File: src/rtl/cpa_pkg.sv
`timescale 1ns/1ps
package cpa_pkg;

    localparam int DATA_W = 8;
    localparam int LOW_W  = 7;
    localparam int PAGE_W = 5;
    localparam int SEL_W  = 3;
    localparam int MEM_AW = PAGE_W + LOW_W;

    typedef logic [DATA_W-1:0] byte_t;

    typedef enum logic [2:0] {
        SEQ_IDLE,
        SEQ_WAIT,
        SEQ_CAPT,
        SEQ_DONE,
        SEQ_RELEASE
    } seq_state_e;

    // Control register layout: select in the top bits, page in the bottom bits.
    typedef struct packed {
        logic [SEL_W-1:0]  sel;
        logic [PAGE_W-1:0] page;
    } ctrl_t;

    typedef struct packed {
        logic              we;
        logic [SEL_W-1:0]  sel;
        logic [MEM_AW-1:0] addr;
        byte_t             wdata;
    } mem_cmd_t;

    function automatic logic sel_writable(input logic [SEL_W-1:0] sel, input int cm_count);
        return int'(sel) < cm_count;
    endfunction

    function automatic logic [MEM_AW-1:0] join_addr(input ctrl_t c, input logic [LOW_W-1:0] low);
        return {c.page, low};
    endfunction

endpackage

File: src/rtl/cpa_regs.sv
`timescale 1ns/1ps
module cpa_regs
    import cpa_pkg::*;
#(
    parameter int REG_COUNT = 4
) (
    input  logic  clk,
    input  logic  rst,
    input  logic  ale,
    input  byte_t ad_in,
    input  logic  reg_we,
    input  byte_t reg_wdata,
    output byte_t addr_q,
    output ctrl_t ctrl,
    output byte_t reg_rdata
);
    localparam int IDX_W = (REG_COUNT > 1) ? $clog2(REG_COUNT) : 1;
    localparam logic [LOW_W-1:0] REG_LIMIT = LOW_W'(REG_COUNT);

    byte_t            bank [REG_COUNT];
    logic [LOW_W-1:0] reg_off;
    logic [IDX_W-1:0] idx;
    logic             hit;

    assign reg_off = addr_q[LOW_W-1:0];
    assign idx     = reg_off[IDX_W-1:0];
    assign hit     = reg_off < REG_LIMIT;

    always_ff @(posedge clk) begin
        if (rst) begin
            addr_q <= '0;
        end else if (ale) begin
            addr_q <= ad_in;
        end
    end

    always_ff @(posedge clk) begin
        if (rst) begin
            for (int i = 0; i < REG_COUNT; i++) begin
                bank[i] <= '0;
            end
        end else if (reg_we && hit) begin
            for (int i = 0; i < REG_COUNT; i++) begin
                if (idx == IDX_W'(i)) begin
                    bank[i] <= reg_wdata;
                end
            end
        end
    end

    assign reg_rdata = hit ? bank[idx] : '0;
    assign ctrl      = ctrl_t'(bank[0]);

endmodule

File: src/rtl/cpa_arbiter.sv
`timescale 1ns/1ps
module cpa_arbiter #(
    parameter int MAX_WAIT = 4
) (
    input  logic clk,
    input  logic rst,
    input  logic clk_ok,
    input  logic cpu_req,
    input  logic tdm_req,
    output logic cpu_gnt,
    output logic tdm_gnt
);
    localparam int WAIT_W = $clog2(MAX_WAIT + 1);
    localparam logic [WAIT_W-1:0] WAIT_LIMIT = WAIT_W'(MAX_WAIT);

    logic [WAIT_W-1:0] denied;
    logic              forced;

    assign forced  = denied == WAIT_LIMIT;
    assign cpu_gnt = clk_ok && cpu_req && (forced || !tdm_req);
    assign tdm_gnt = clk_ok && tdm_req && !cpu_gnt;

    // Counts slots the processor lost while the memory clock was running.
    always_ff @(posedge clk) begin
        if (rst) begin
            denied <= '0;
        end else if (!cpu_req || cpu_gnt) begin
            denied <= '0;
        end else if (clk_ok && !forced) begin
            denied <= denied + 1'b1;
        end
    end

endmodule

File: src/rtl/cpa_seq.sv
`timescale 1ns/1ps
module cpa_seq
    import cpa_pkg::*;
(
    input  logic  clk,
    input  logic  rst,
    input  logic  cs,
    input  logic  rd,
    input  logic  wr,
    input  byte_t ad_in,
    input  logic  is_mem,
    input  logic  writable,
    input  logic  cpu_gnt,
    input  byte_t mem_rdata,
    input  byte_t reg_rdata,
    output logic  cpu_req,
    output logic  cpu_we,
    output logic  reg_we,
    output byte_t wdata_q,
    output logic  ack_n,
    output logic  ack_oe,
    output logic  ad_oe,
    output byte_t ad_out
);
    seq_state_e state;
    logic       strobe;
    logic       is_wr_q;
    byte_t      rdata_q;

    assign strobe = cs && (rd || wr);

    always_ff @(posedge clk) begin
        if (rst) begin
            state   <= SEQ_IDLE;
            is_wr_q <= 1'b0;
            wdata_q <= '0;
            rdata_q <= '0;
        end else begin
            case (state)
                SEQ_IDLE: begin
                    if (strobe) begin
                        is_wr_q <= wr;
                        wdata_q <= ad_in;
                        if (!is_mem) begin
                            rdata_q <= reg_rdata;
                            state   <= SEQ_DONE;
                        end else if (wr && !writable) begin
                            state <= SEQ_DONE;
                        end else begin
                            state <= SEQ_WAIT;
                        end
                    end
                end
                SEQ_WAIT: begin
                    if (!strobe) begin
                        state <= SEQ_RELEASE;
                    end else if (cpu_gnt) begin
                        state <= is_wr_q ? SEQ_DONE : SEQ_CAPT;
                    end
                end
                SEQ_CAPT: begin
                    rdata_q <= mem_rdata;
                    state   <= SEQ_DONE;
                end
                SEQ_DONE: begin
                    if (!strobe) begin
                        state <= SEQ_RELEASE;
                    end
                end
                SEQ_RELEASE: state <= SEQ_IDLE;
                default:     state <= SEQ_IDLE;
            endcase
        end
    end

    assign cpu_req = (state == SEQ_WAIT) && strobe;
    assign cpu_we  = is_wr_q;
    assign reg_we  = (state == SEQ_IDLE) && strobe && wr && !is_mem;
    assign ack_oe  = state != SEQ_IDLE;
    assign ack_n   = state != SEQ_DONE;
    assign ad_oe   = (state == SEQ_DONE) && cs && rd && !is_wr_q;
    assign ad_out  = rdata_q;

endmodule

File: src/rtl/cpu_port_arb.sv
`timescale 1ns/1ps
module cpu_port_arb
    import cpa_pkg::*;
#(
    parameter int MAX_WAIT  = 4,
    parameter int REG_COUNT = 4,
    parameter int CM_COUNT  = 4
) (
    input  logic              clk,
    input  logic              rst,
    input  logic              ale,
    input  logic              cs,
    input  logic              rd,
    input  logic              wr,
    input  logic [7:0]        ad_in,
    output logic [7:0]        ad_out,
    output logic              ad_oe,
    output logic              ack_n,
    output logic              ack_oe,
    input  logic              clk_ok,
    input  logic              tdm_req,
    input  logic              tdm_we,
    input  logic [2:0]        tdm_sel,
    input  logic [11:0]       tdm_addr,
    input  logic [7:0]        tdm_wdata,
    output logic              tdm_gnt,
    output logic              mem_en,
    output logic              mem_we,
    output logic [2:0]        mem_sel,
    output logic [11:0]       mem_addr,
    output logic [7:0]        mem_wdata,
    input  logic [7:0]        mem_rdata
);
    byte_t    addr_q;
    ctrl_t    ctrl;
    byte_t    reg_rdata;
    byte_t    wdata_q;
    logic     reg_we;
    logic     cpu_req;
    logic     cpu_gnt;
    logic     cpu_we;
    logic     is_mem;
    logic     writable;
    mem_cmd_t cpu_cmd;
    mem_cmd_t tdm_cmd;
    mem_cmd_t sel_cmd;

    assign is_mem   = addr_q[DATA_W-1];
    assign writable = sel_writable(ctrl.sel, CM_COUNT);

    cpa_regs #(.REG_COUNT(REG_COUNT)) u_regs (
        .clk       (clk),
        .rst       (rst),
        .ale       (ale),
        .ad_in     (ad_in),
        .reg_we    (reg_we),
        .reg_wdata (ad_in),
        .addr_q    (addr_q),
        .ctrl      (ctrl),
        .reg_rdata (reg_rdata)
    );

    cpa_seq u_seq (
        .clk       (clk),
        .rst       (rst),
        .cs        (cs),
        .rd        (rd),
        .wr        (wr),
        .ad_in     (ad_in),
        .is_mem    (is_mem),
        .writable  (writable),
        .cpu_gnt   (cpu_gnt),
        .mem_rdata (mem_rdata),
        .reg_rdata (reg_rdata),
        .cpu_req   (cpu_req),
        .cpu_we    (cpu_we),
        .reg_we    (reg_we),
        .wdata_q   (wdata_q),
        .ack_n     (ack_n),
        .ack_oe    (ack_oe),
        .ad_oe     (ad_oe),
        .ad_out    (ad_out)
    );

    cpa_arbiter #(.MAX_WAIT(MAX_WAIT)) u_arb (
        .clk     (clk),
        .rst     (rst),
        .clk_ok  (clk_ok),
        .cpu_req (cpu_req),
        .tdm_req (tdm_req),
        .cpu_gnt (cpu_gnt),
        .tdm_gnt (tdm_gnt)
    );

    assign cpu_cmd = '{we: cpu_we, sel: ctrl.sel,
                       addr: join_addr(ctrl, addr_q[LOW_W-1:0]), wdata: wdata_q};
    assign tdm_cmd = '{we: tdm_we, sel: tdm_sel, addr: tdm_addr, wdata: tdm_wdata};
    assign sel_cmd = cpu_gnt ? cpu_cmd : tdm_cmd;

    assign mem_en    = cpu_gnt || tdm_gnt;
    assign mem_we    = mem_en && sel_cmd.we;
    assign mem_sel   = sel_cmd.sel;
    assign mem_addr  = sel_cmd.addr;
    assign mem_wdata = sel_cmd.wdata;

endmodule

File: config.mk
export PLATFORM = sky130hd
export DESIGN_NAME = cpu_port_arb
export DESIGN_NICKNAME = d
export VERILOG_FILES = /design/src/rtl/cpa_pkg.sv /design/src/rtl/cpa_regs.sv /design/src/rtl/cpa_arbiter.sv /design/src/rtl/cpa_seq.sv /design/src/rtl/cpu_port_arb.sv
export SDC_FILE = /design/constraint.sdc
export NUM_CORES = 1
export LEC_CHECK = 0
export BUFFER_PORTS_ARGS = -buffer_cell sky130_fd_sc_hd__buf_2
export CORE_MARGIN = 4
export CORE_UTILIZATION = 45
export DETAILED_ROUTE_END_ITERATION = 10
export GPL_ROUTABILITY_DRIVEN = 0
export GPL_TIMING_DRIVEN = 1
export HOLD_SLACK_MARGIN = 0.02
export PLACE_DENSITY = 0.81
export SYNTH_ARGS = -nofsm -noshare
export SYNTH_HDL_FRONTEND = slang
export SYNTH_SLANG_ARGS = --single-unit
File: constraint.sdc
create_clock -name clk -period 2.55 [get_ports clk]
set_clock_uncertainty 0.2 [all_clocks]
set_input_delay 0.255 -clock clk [delete_from_list [all_inputs] [get_ports clk]]
set_output_delay 0.255 -clock clk [all_outputs]
set_load 0.02 [all_outputs]
==> flow_summary.yaml <==
sta:
  final-max-slew-violation-count: 0
  finalHoldViolCount: 0
  timing.final.crit_share: 0.972
  worst_pin_slew_ns: 0.660
  min_period_ns: 2.48
  fmax_mhz: 403
  maxSlewHeadroom: 0.560
  final-setup-viol-count: 0
floorplan:
  floorplan.rows: 31
  start_util: 0.462
  pin_count: 85
  die_w_um: 94.3
  dieArea_um2: 8890
  core_um2: 7250
  die_h_um: 94.3
pwr:
  pwr-share-clk: 0.348
  p_per_area_nw_per_um2: 593
  p_comb_frac: 0.159
  switching_share: 0.267
  p_leak_uw: 0.00179
  seq_power_share: 0.494
  power_switching_uw: 650
  irDropWorstVdd_v: 0.000288
  intPower_uw: 1780
route:
  drc: 0
  firstDrtPassIters: 4
  vias_per_cell: 5.38
  vias: 2587
  drt-wirelength-per-cell_um: 16.8
  drt-initial-drc-count: 150
  postRouteAntennaNets: 0
  wl_met3_um: 461
  routed.top_layer: "met4"
  wl_met1_um: 3440
  wl_met2_um: 4040
  wirelength_um: 8070
worst_setup_path:
  cpMostUsedCell: "nand2_2"
  path_cells: "inv_1, ha_2, nand2_2, a21boi_2, nand2_2, buf_4, mux2_4, buf_2"
  critPathKind: "reg -> out"
  cpMaxStageDelayCell: "dfxtp_1"
  cp_top_family: "buffers and inverters"
  r2r_start: "u_regs.addr_q[7]"
  arrival_ns: 2.02
  worst-path-buf-inv: 3
  cpPeakStageDelay_ns: 0.32
  r2r_slack_ns: 0.47
  crit_fanout: 7
  cp-start-kind: "register"
  end_kind: "primary output"
  worstPathRequired_ns: 2.10
  r2r_cells: 5
  timing.rr.end: "u_regs.bank[0][1]"
grt:
  track_usage: 0.187
  antenna_found_initial: 0
  grt_pass1_wl_um: 12700
  grt_pass1_vias: 2581
  grt_max_degree: 34
  overflow: 0
placed_design:
  dpl.cell_count: 463
  dpl_cell_area_um2: 3870
  port_buffers: 84
  dp_hpwl_um: 5970
cts:
  clock_latency_ns: 0.33
  clock_path_buffers: 2
  cts_buffers: 9
  cts-root-buf: "clkbuf_8"
  tritoncts: "done"
  cts_num_sinks: 65
  hold_buffers: 0
  clk_pin_slew_ns: 0.07
  cts_max_level: 3
yosys:
  synth_edf_count: 32
  synth.distinct_cells: 44
  post_synth_inst_count: 287
  synth_common_cells: "33 x dfxtp_1, 32 x and2_1, 32 x edfxtp_1"
  yosysWarnings: 0
  yosysSeqAreaShare: 0.484
  synthFlopType: "dfxtp_1"
  syn_area_um2: 3350
  synthesis.nets: 337
  yosys_register_bits: 65
  synth.most_common_cell: "dfxtp_1"
  synth_top_cell_by_area: "edfxtp_1"
  async_flop_share: 0
  yosys-top-cells-area: "edfxtp_1 29%, dfxtp_1 20%, mux2_4 9.0%, and2_1 6.0%, mux4_2 5.4%"
  avgSynthCellArea_um2: 11.7
  yosysTopAreaCellShare: 0.287
finish:
  fin_nets: 427
  final_cells: 481
  syn2layout_area_growth_pct: 22.3
  n_antenna_cell: 0
  final_area_um2: 4100
  drive_above_1_share: 0.403
worst_hold_path:
  hp-start: "ad_in[7]"
  hold_class: "in -> reg"
  hold_end: "u_seq.wdata_q[7]"
  min_path_cells: 3
status:
  status: "finished clean"
flow_run:
  maxCapViolations: 0
state kept, by name (all words and copies together), names as in the netlist, named ones only:
| name | cells |
|---|---|
| u_seq.ad_out | 8 |
| u_regs.bank | 32 |
| u_arb.denied | 3 |
| u_seq.state | 3 |
| u_seq.cpu_we | 1 |
| u_regs.addr_q | 8 |
| u_seq.wdata_q | 8 |
worst register-to-register path, stage by stage (launching register included):
cell and delay (ns):
dfxtp_1 0.37, nor4_4 0.37, and4_1 0.28, buf_4 0.19, and4_1 0.38, and2_1 0.18
layer usage:
| layer | up-vias | GRT usage |
|---|---|---|
| li1 | 1237 | - |
| met1 | 1253 | 0.231 |
| met2 | 87 | 0.324 |
| met3 | 10 | 0.0313 |
| met4 | 0 | 0.0710 |
| met5 | - | 0 |
cells in the final DEF (no fill, tap or decap), types with 3 or more instances in the layout:
master and instances:
buf_4 9, and3_1 8, a21oi_1 21, clkbuf_8 11, nand2_1 27, mux2_4 20, a221oi_1 8, o21a_1 3
and2_1 32, nor4_4 3, dfxtp_1 33, inv_1 7, buf_2 84, mux4_2 8, mux2i_1 8, mux2_2 3
nor2_1 15, edfxtp_1 32, nand3_1 10
metrics by stage:
step / setup slack (ns) / hold slack [ns] / utilization / TNS, ns / power (uW)
finish: 0.0715 / 0.0291 / 0.565 / 0 / 2430
global route: -0.0133 / 0.0472 / 0.565 / -0.0666 / 2520
CTS: 0.0356 / 0.0219 / 0.563 / 0 / 2430
detailed placement: 0.305 / 0.250 / 0.534 / 0 / 1600
global placement: 0.390 / 0.251 / 0.534 / 0 / 1590
floorplan: 0.138 / 0.145 / - / 0 / 1460
timing repair:
item	CTS	global route
endpoints found under the hold margin	0	0
endpoints found under the setup margin	16	23
resized for setup	1	3
buffers inserted	1	1
pin swaps	1	1
logic make-up (layout without fill, tap and decap cells):
kind of cell | count (synthesis) | count (layout) | synth area share
AND/OR/NAND/NOR | 113 | 113 | 0.207
flip-flops | 65 | 65 | 0.484
XOR/XNOR | 1 | 1 | 0.00262
buffers and inverters | 22 | 117 | 0.0314
AO/OA/AOI/OAI | 45 | 45 | 0.0900
adder cells (fa/ha/maj) | 2 | 2 | 0.00747
multiplexers | 39 | 39 | 0.177
power by group through the flow:
| stage | logic, uW | clock network, uW | registers, uW |
|---|---|---|---|
| after global placement | 372 | 0 | 1220 |
| after floorplan | 246 | 0 | 1210 |
| after detailed placement | 382 | 0 | 1220 |
| after global routing | 421 | 897 | 1210 |
| after CTS | 384 | 847 | 1200 |
| final | 386 | 844 | 1200 |
worst max path at each step:
| stage | slack (ns) | cells past startpoint | from | endpoint |
|---|---|---|---|---|
| CTS | 0.04 | 8 | u_arb.denied[0] | mem_wdata[2] |
| floorplan | 0.14 | 3 | u_regs.addr_q[7] | u_regs.bank[0][0] |
| global route | -0.01 | 8 | u_arb.denied[0] | mem_addr[11] |
| global placement | 0.39 | 8 | u_arb.denied[0] | mem_addr[0] |
| detailed placement | 0.31 | 8 | u_arb.denied[0] | mem_wdata[2] |
| finish | 0.07 | 8 | u_arb.denied[0] | mem_addr[9] |
final cells by class:
class / count / area, um2
sequential: 65 / 1620
fill: 613 / 3160
inverter: 7 / 26.3
timing repair buffer: 94 / 503
multi-input combinational: 200 / 1630
tap: 99 / 124
clock buffer: 14 / 184
clock inverter: 2 / 10.0
Power figures use the tool's default switching activity.
